File: src/rtl/bp_pkg.sv
package bp_pkg;

  // Entry coding: bit 1 = predicted direction, bit 0 = last guess missed
  typedef logic [1:0] ctr_t;

  localparam ctr_t CTR_RESET = 2'b00;

  function automatic ctr_t ctr_next(input ctr_t cur, input logic outcome);
    ctr_t nxt;
    if (cur[1] == outcome)
      nxt = {cur[1], 1'b0};
    else if (!cur[0])
      nxt = {cur[1], 1'b1};
    else
      nxt = {~cur[1], 1'b0};
    return nxt;
  endfunction

endpackage

File: src/rtl/bp_hist.sv
module bp_hist #(
  parameter int HIST_W = 2
) (
  input  logic              clk,
  input  logic              rst_n,
  input  logic              shift_en,
  input  logic              bit_in,
  output logic [HIST_W-1:0] hist_o
);
  logic [HIST_W-1:0] hist_q;
  logic [HIST_W-1:0] hist_d;

  generate
    if (HIST_W == 1) begin : g_single
      assign hist_d = bit_in;
    end else begin : g_shift
      assign hist_d = {hist_q[HIST_W-2:0], bit_in};
    end
  endgenerate

  always_ff @(posedge clk) begin
    if (!rst_n)
      hist_q <= '0;
    else if (shift_en)
      hist_q <= hist_d;
  end

  assign hist_o = hist_q;
endmodule

File: src/rtl/bp_pht.sv
module bp_pht
  import bp_pkg::*;
#(
  parameter int IDX_W = 10
) (
  input  logic             clk,
  input  logic             rst_n,
  input  logic [IDX_W-1:0] rd_idx,
  output ctr_t             rd_state,
  input  logic [IDX_W-1:0] up_idx,
  output ctr_t             up_state,
  input  logic             wr_en,
  input  ctr_t             wr_state
);
  localparam int DEPTH = 1 << IDX_W;

  ctr_t mem_q [DEPTH];

  always_ff @(posedge clk) begin
    if (!rst_n) begin
      for (int i = 0; i < DEPTH; i++) mem_q[i] <= CTR_RESET;
    end else if (wr_en) begin
      mem_q[up_idx] <= wr_state;
    end
  end

  assign rd_state = mem_q[rd_idx];
  assign up_state = mem_q[up_idx];
endmodule

File: src/rtl/bp_resp.sv
module bp_resp #(
  parameter int HIST_W = 2
) (
  input  logic              clk,
  input  logic              rst_n,
  input  logic              load,
  input  logic              taken_in,
  input  logic [HIST_W-1:0] hist_in,
  input  logic              out_ready,
  output logic              out_valid,
  output logic              out_taken,
  output logic [HIST_W-1:0] out_hist
);
  always_ff @(posedge clk) begin
    if (!rst_n) begin
      out_valid <= 1'b0;
      out_taken <= 1'b0;
      out_hist  <= '0;
    end else if (load) begin
      out_valid <= 1'b1;
      out_taken <= taken_in;
      out_hist  <= hist_in;
    end else if (out_ready) begin
      out_valid <= 1'b0;
    end
  end
endmodule

File: src/rtl/branch_dir_predictor.sv
module branch_dir_predictor
  import bp_pkg::*;
#(
  parameter int PC_IDX_W = 8,
  parameter int HIST_W   = 2
) (
  input  logic                clk,
  input  logic                rst_n,
  input  logic                lookup_valid,
  output logic                lookup_ready,
  input  logic [PC_IDX_W-1:0] lookup_pc_idx,
  output logic                pred_valid,
  input  logic                pred_ready,
  output logic                pred_taken,
  output logic [HIST_W-1:0]   pred_hist,
  input  logic                upd_valid,
  input  logic [PC_IDX_W-1:0] upd_pc_idx,
  input  logic                upd_taken,
  input  logic [HIST_W-1:0]   upd_hist
);
  localparam int IDX_W = PC_IDX_W + HIST_W;

  logic [HIST_W-1:0] hist_w;
  logic [IDX_W-1:0]  rd_idx;
  logic [IDX_W-1:0]  up_idx;
  ctr_t              rd_state;
  ctr_t              up_state;
  ctr_t              wr_state;
  logic              accept;

  assign lookup_ready = !pred_valid || pred_ready;
  assign accept       = lookup_valid && lookup_ready;
  assign rd_idx       = {hist_w, lookup_pc_idx};
  assign up_idx       = {upd_hist, upd_pc_idx};
  assign wr_state     = ctr_next(up_state, upd_taken);

  bp_hist #(.HIST_W(HIST_W)) u_hist (
    .clk      (clk),
    .rst_n    (rst_n),
    .shift_en (upd_valid),
    .bit_in   (upd_taken),
    .hist_o   (hist_w)
  );

  bp_pht #(.IDX_W(IDX_W)) u_pht (
    .clk      (clk),
    .rst_n    (rst_n),
    .rd_idx   (rd_idx),
    .rd_state (rd_state),
    .up_idx   (up_idx),
    .up_state (up_state),
    .wr_en    (upd_valid),
    .wr_state (wr_state)
  );

  bp_resp #(.HIST_W(HIST_W)) u_resp (
    .clk       (clk),
    .rst_n     (rst_n),
    .load      (accept),
    .taken_in  (rd_state[1]),
    .hist_in   (hist_w),
    .out_ready (pred_ready),
    .out_valid (pred_valid),
    .out_taken (pred_taken),
    .out_hist  (pred_hist)
  );
endmodule

File: config.mk
export PLATFORM = sky130hd
export DESIGN_NAME = branch_dir_predictor
export DESIGN_NICKNAME = d
export VERILOG_FILES = /design/src/rtl/bp_pkg.sv /design/src/rtl/bp_hist.sv /design/src/rtl/bp_pht.sv /design/src/rtl/bp_resp.sv /design/src/rtl/branch_dir_predictor.sv
export SDC_FILE = /design/constraint.sdc
export NUM_CORES = 2
export LEC_CHECK = 0
export ABC_AREA = 0
export BUFFER_PORTS_ARGS = -buffer_cell sky130_fd_sc_hd__buf_2
export CAP_MARGIN = 40
export CORE_ASPECT_RATIO = 1.5
export CORE_MARGIN = 5
export CORE_UTILIZATION = 50
export CTS_CLUSTER_DIAMETER = 100
export DETAILED_ROUTE_END_ITERATION = 6
export PLACE_DENSITY = 0.71
export SLEW_MARGIN = 20
export SYNTH_ARGS = -nofsm -noshare
export SYNTH_HDL_FRONTEND = slang
export SYNTH_HIERARCHICAL = 1
export SYNTH_SLANG_ARGS = --single-unit
File: constraint.sdc
create_clock -name clk -period 5.91 [get_ports clk]
set_input_delay 1.182 -clock clk [delete_from_list [all_inputs] [get_ports clk]]
set_output_delay 1.182 -clock clk [all_outputs]
set_load 0.02 [all_outputs]
Word level (Yosys, flattened, before mapping)
Memories as Yosys holds them, arrays and structs flattened. A register that Yosys moved wholly into a read port is not among the register bits.
Index checks and enable logic that the tools add are counted.
{"block": "classes", "n_eq_ne": 1, "n_mux": 11, "bitwise_logic": 1, "reduce_logical": 6}
{"cell": "2-to-1 mux 10 bit", "count": 1}
{"cell": "2-to-1 mux 1 bit", "count": 7}
{"cell": "2-to-1 mux 2 bit", "count": 3}
{"cell": "logical NOT 1 bit", "count": 2}
{"cell": "nonzero test 2 bit", "count": 1}
{"cell": "OR reduction 2 bit", "count": 1}
{"cell": "== test 1 bit", "count": 1}
{"cell": "logical AND 1 bit", "count": 1}
{"cell": "logical OR 1 bit", "count": 1}
{"cell": "inverter 1 bit", "count": 1}
{"block": "word_totals", "reg_bits": 5, "mem_bits_rw": 2048, "input_bits": 24, "out_inout_bits": 5, "word_cells": 23, "n_memories": 1}
{"memory": "u_pht.mem_q", "depth": 1024, "width": 2, "rd": 2, "rd_clocked_by_memory_dff": 1, "write_ports": 1024, "line_no": "bp_pht.sv:17", "source": "ctr_t mem_q [DEPTH];"}

Longest topological paths before layout
{"block": "depth", "ltp_word": 5, "depth_mapped": 20, "mapped_depth_nobuf": 13}

Cells and area by module
The synthesis kept the hierarchy.
{"mod": "bp_pht", "instances": 1, "cells_per_inst": 8814, "area_per_inst_um2": 111495.7, "seq_area_each_um2": 61499.0}
{"mod": "bp_resp", "instances": 1, "cells_per_inst": 12, "area_per_inst_um2": 142.6, "seq_area_each_um2": 80.1}
{"mod": "bp_hist", "instances": 1, "cells_per_inst": 6, "area_per_inst_um2": 72.6, "seq_area_each_um2": 40.0}
{"mod": "branch_dir_predictor", "instances": 1, "cells_per_inst": 5, "area_per_inst_um2": 47.5, "seq_area_each_um2": 0.0}

Worst setup path before layout
OpenSTA, ideal clock, no wires.
{"block": "synth_timing", "kind": "input-to-reg", "startpoint": "input upd_pc_idx[1]", "endpoint": "memory u_pht/mem_q[352][0] (netlist bit) (data pin)", "setup_ps": 145, "arrival_ps": 5086, "required_ps": 5765, "slack_ps": 679, "stages": 17, "path_buffers": 6, "cell_sequence": "clkbuf_1 > buf_2 > buf_1 > mux4_2 > a22oi_1 > nand4_1 > mux4_2 > a22oi_1 > nand3_1 > or4_1 > xnor2_1 > nor2_1 > clkbuf_1 > buf_1 > clkbuf_1 > nand2_1 > nor2_1"}
{"element": "from (decl)", "line_no": "branch_dir_predictor.sv:17", "source": "input logic [PC_IDX_W-1:0] upd_pc_idx,"}
{"element": "to (decl)", "line_no": "bp_pht.sv:17"}

==> results.txt <==
- Run status: finished, violations left
* Violated checks: design-rule violations
* Weighted congestion at the end of routability-driven global placement: ~1.0
- Grouping stages by cell kind, the critical path spends the most delay in simple AND/OR/NAND/NOR gates.
* Smallest setup slack after layout: between 70 and 80 ps
- After clock tree synthesis, the setup repair step added 0 buffers.
- The total count of max-transition violations in the final report is 0.
- In the routed design, unresolved DRC markers number 6.
* CP Buf/Inv Count: 7
- The worst path needs between 5000 and 6000 ps of the cycle, external delays included.
- Kind of critical path: input port to register
- Endpoint type of the worst setup path: register
- Final hold vios: 0
* Final routed wire length divided by cell count: roughly 38 um
* Number of buffers on the longest clock path: 4
- For this run, the top clock speed supported by timing is roughly 170 MHz.
* Routed wire length: approximately 410000 um
- The first TritonRoute pass finished after 7 iterations.
- In the finished design, the share of the clock period the worst path needs comes to between 90% and 100%.
* Die boundary width: 382.1 um
- Via count of the first global-routing pass: 76.57k
- Max-cap violations in this run came to 0.
* GRT Total Usage: between 30% and 40%
- Total overflow reported by the global router: 0
- Crit-path slowest cell: sky130_fd_sc_hd__mux4_2
- Along the worst path, the maximum fanout reaches 24.
* Via-to-Cell Ratio: slightly above 7
- Data on the critical path is required at its endpoint by roughly 6600 ps.
* Number of cells upsized or downsized after cts: 0
- A synthesized cell averages about 13 sq um.
- CTS buffer count: ~200
- STA classifies the critical path startpoint as an input port.
* Setup WS pre-CTS: -516.7 ps
- Cell count after synthesis: 8189
- Area of the mapped netlist: approximately 100000 sq um
- TritonCTS built the clock tree.
- Worst clock skew: about 66 ps
* Final #Nets: between 8k and 9k
- The H-tree was split into 4 levels.
- Effective utilization at floorplan: 50.10%
- In this run the tightest slew margin relative to its limit is between 10% and 20%.
- Cell repeated most along the worst path: sky130_fd_sc_hd__buf_4
- Core Footprint: just over 200000 sq um
- The initial antenna violation count was 48.
- # hold bufs at CTS: 0
- In this run the core area contains between 200 and 250 standard-cell rows.
- RSZ-0062 raised after global routing: false
- Setup violations remaining at the end of the flow were counted as 0.
- Total power density per cell area: around 280 nW/um^2
- For this run, the number of Yosys warnings is 6.
- Slew at the pin closest to its max-slew limit: between 1000 and 1500 ps
* Routed via count: around 79k
- Clk sink count: 2054
- Global-route wire length before repair: ~560000 um
- Full die area: 217100 sq um
- The tightest min-delay check is of the register to register type.
- WHS: 544.4 ps
- During placement, the flow inserted port buffers numbering 28.
- Measured along the y axis, the die boundary spans ~570 um.
- Clock latency on the worst-skew pair, taken at its later pin, is around 890 ps.
- Clock-pin slew was measured on the worst setup and hold paths at about 60 ps.
* Maximum vdd drop: roughly 0.26 mV
- The largest single stage delay on the critical path is ~560 ps.
- Root buffer selected by CTS: sky130_fd_sc_hd__clkbuf_16
- Leakage power figure: between 30 and 40 nW
- Setup Total Neg Slack: 0 ps
- Post-Synthesis Net Count: around 8.2k
- Critical path cell sequence: buf_8 > buf_12 > buf_4 > mux4_2 > a22oi_1 > nand4_1 > buf_4 > mux4_2 > nand2_1 > nand3_1 > or4_1 > xnor2_1 > nor2_4 > buf_12 > buf_4 > nand3_1 > buf_4 > nor2_1
- Pin placement for this block handled 29 I/O pins.
* Number of violations reported at the end of detailed-routing iteration 0: around 15k
- Relative to the synthesized area, the layout overhead comes to 12.95%.
- Pin count of the biggest net entering global routing: ~230
- Data arrives at the worst endpoint at between 6000 and 7000 ps.
- Number of antenna-violating nets in the routed design: 0
* Post-DP HPWL: ~270000 um
* Fraction of layout cells with a size suffix above 1: around 22%
report_power, final:
group | leakage, nW | switching (mW) | internal [mW]
Clock | 3.13 | 5.62 | 7.44
Combinational | 13.9 | 2.18 | 1.26
Sequential | 21.1 | 0.228 | 16.5
path summary, 6_finish.rpt:
kind	startpoint	to	slack (ps)	cells after the start
worst max-delay path	upd_pc_idx[0]	u_pht/mem_q[480][0]	80	18
worst min-delay path	u_resp/out_hist[1]	u_resp/out_hist[1]	540	2
worst max register to register	u_pht/mem_q[94][1]	u_pht/mem_q[480][0]	760	15
worst min register to register	u_resp/out_hist[1]	u_resp/out_hist[1]	540	2
worst register-to-register path, cell delays in order (launching register included):
cell	delay (ps)
sky130_fd_sc_hd__edfxtp_1	420
sky130_fd_sc_hd__mux4_2	510
sky130_fd_sc_hd__a22oi_1	490
sky130_fd_sc_hd__nand4_1	530
sky130_fd_sc_hd__buf_4	330
sky130_fd_sc_hd__mux4_2	560
sky130_fd_sc_hd__nand2_1	220
sky130_fd_sc_hd__nand3_1	100
sky130_fd_sc_hd__or4_1	470
sky130_fd_sc_hd__xnor2_1	190
sky130_fd_sc_hd__nor2_4	170
sky130_fd_sc_hd__buf_12	240
sky130_fd_sc_hd__buf_4	170
sky130_fd_sc_hd__nand3_1	230
sky130_fd_sc_hd__buf_4	260
sky130_fd_sc_hd__nor2_1	80
state kept, by name (all words and copies together) (netlist names):
signal / count
u_resp/out_hist: 2
u_resp/out_valid: 1
u_resp/out_taken: 1
u_hist/hist_o: 2
u_pht/mem_q: 2048
metrics by stage:
stage	power [mW]	util (%)	instances	cell area, sq um
final	33.20	56.59	10900	117300
after global routing	33.79	56.55	10860	117200
after CTS	32.99	56.48	10850	117100
after detailed placement	20.25	53.36	10500	110600
after global placement	20.14	53.12	10470	110100
after floorplan	18.80	-	8189	103800
per-layer routing:
metal / GRT usage [%] / part of all wire [%] / vias up
li1: - / - / 30290
met1: 41.13 / 28 / 38650
met2: 55.05 / 44 / 7835
met3: 12.88 / 16 / 2397
met4: 35.47 / 13 / 22
met5: 0 / 0.034 / -
cells in the final DEF, fill, tap and decap left out, types with 37 or more instances in the layout:
cell,instances
sky130_fd_sc_hd__nand2_2,37
sky130_fd_sc_hd__nand3_1,46
sky130_fd_sc_hd__nor3_1,41
sky130_fd_sc_hd__o221ai_1,47
sky130_fd_sc_hd__nor2_1,2114
sky130_fd_sc_hd__o22ai_1,37
sky130_fd_sc_hd__clkbuf_16,199
sky130_fd_sc_hd__o21ai_0,1066
sky130_fd_sc_hd__buf_4,407
sky130_fd_sc_hd__mux4_2,701
sky130_fd_sc_hd__buf_12,219
sky130_fd_sc_hd__a21oi_1,100
sky130_fd_sc_hd__nand2_1,262
sky130_fd_sc_hd__edfxtp_1,2048
sky130_fd_sc_hd__a22oi_1,180
sky130_fd_sc_hd__clkinv_1,45
sky130_fd_sc_hd__mux2i_1,160
sky130_fd_sc_hd__diode_2,39
final cells by class:
cell class                      instances  area (sq um)
Fill cell                           16080         89970
Clock buffer                          231          5120
Clock inverter                        120          1340
Multi-Input combinational cell       5086         37720
Inverter                                6         22.52
Tap cell                             2691          3367
Timing Repair Buffer                  674          7995
Antenna cell                           39         97.59
Sequential cell                      2054         61620
Power figures use the tool's default switching activity.
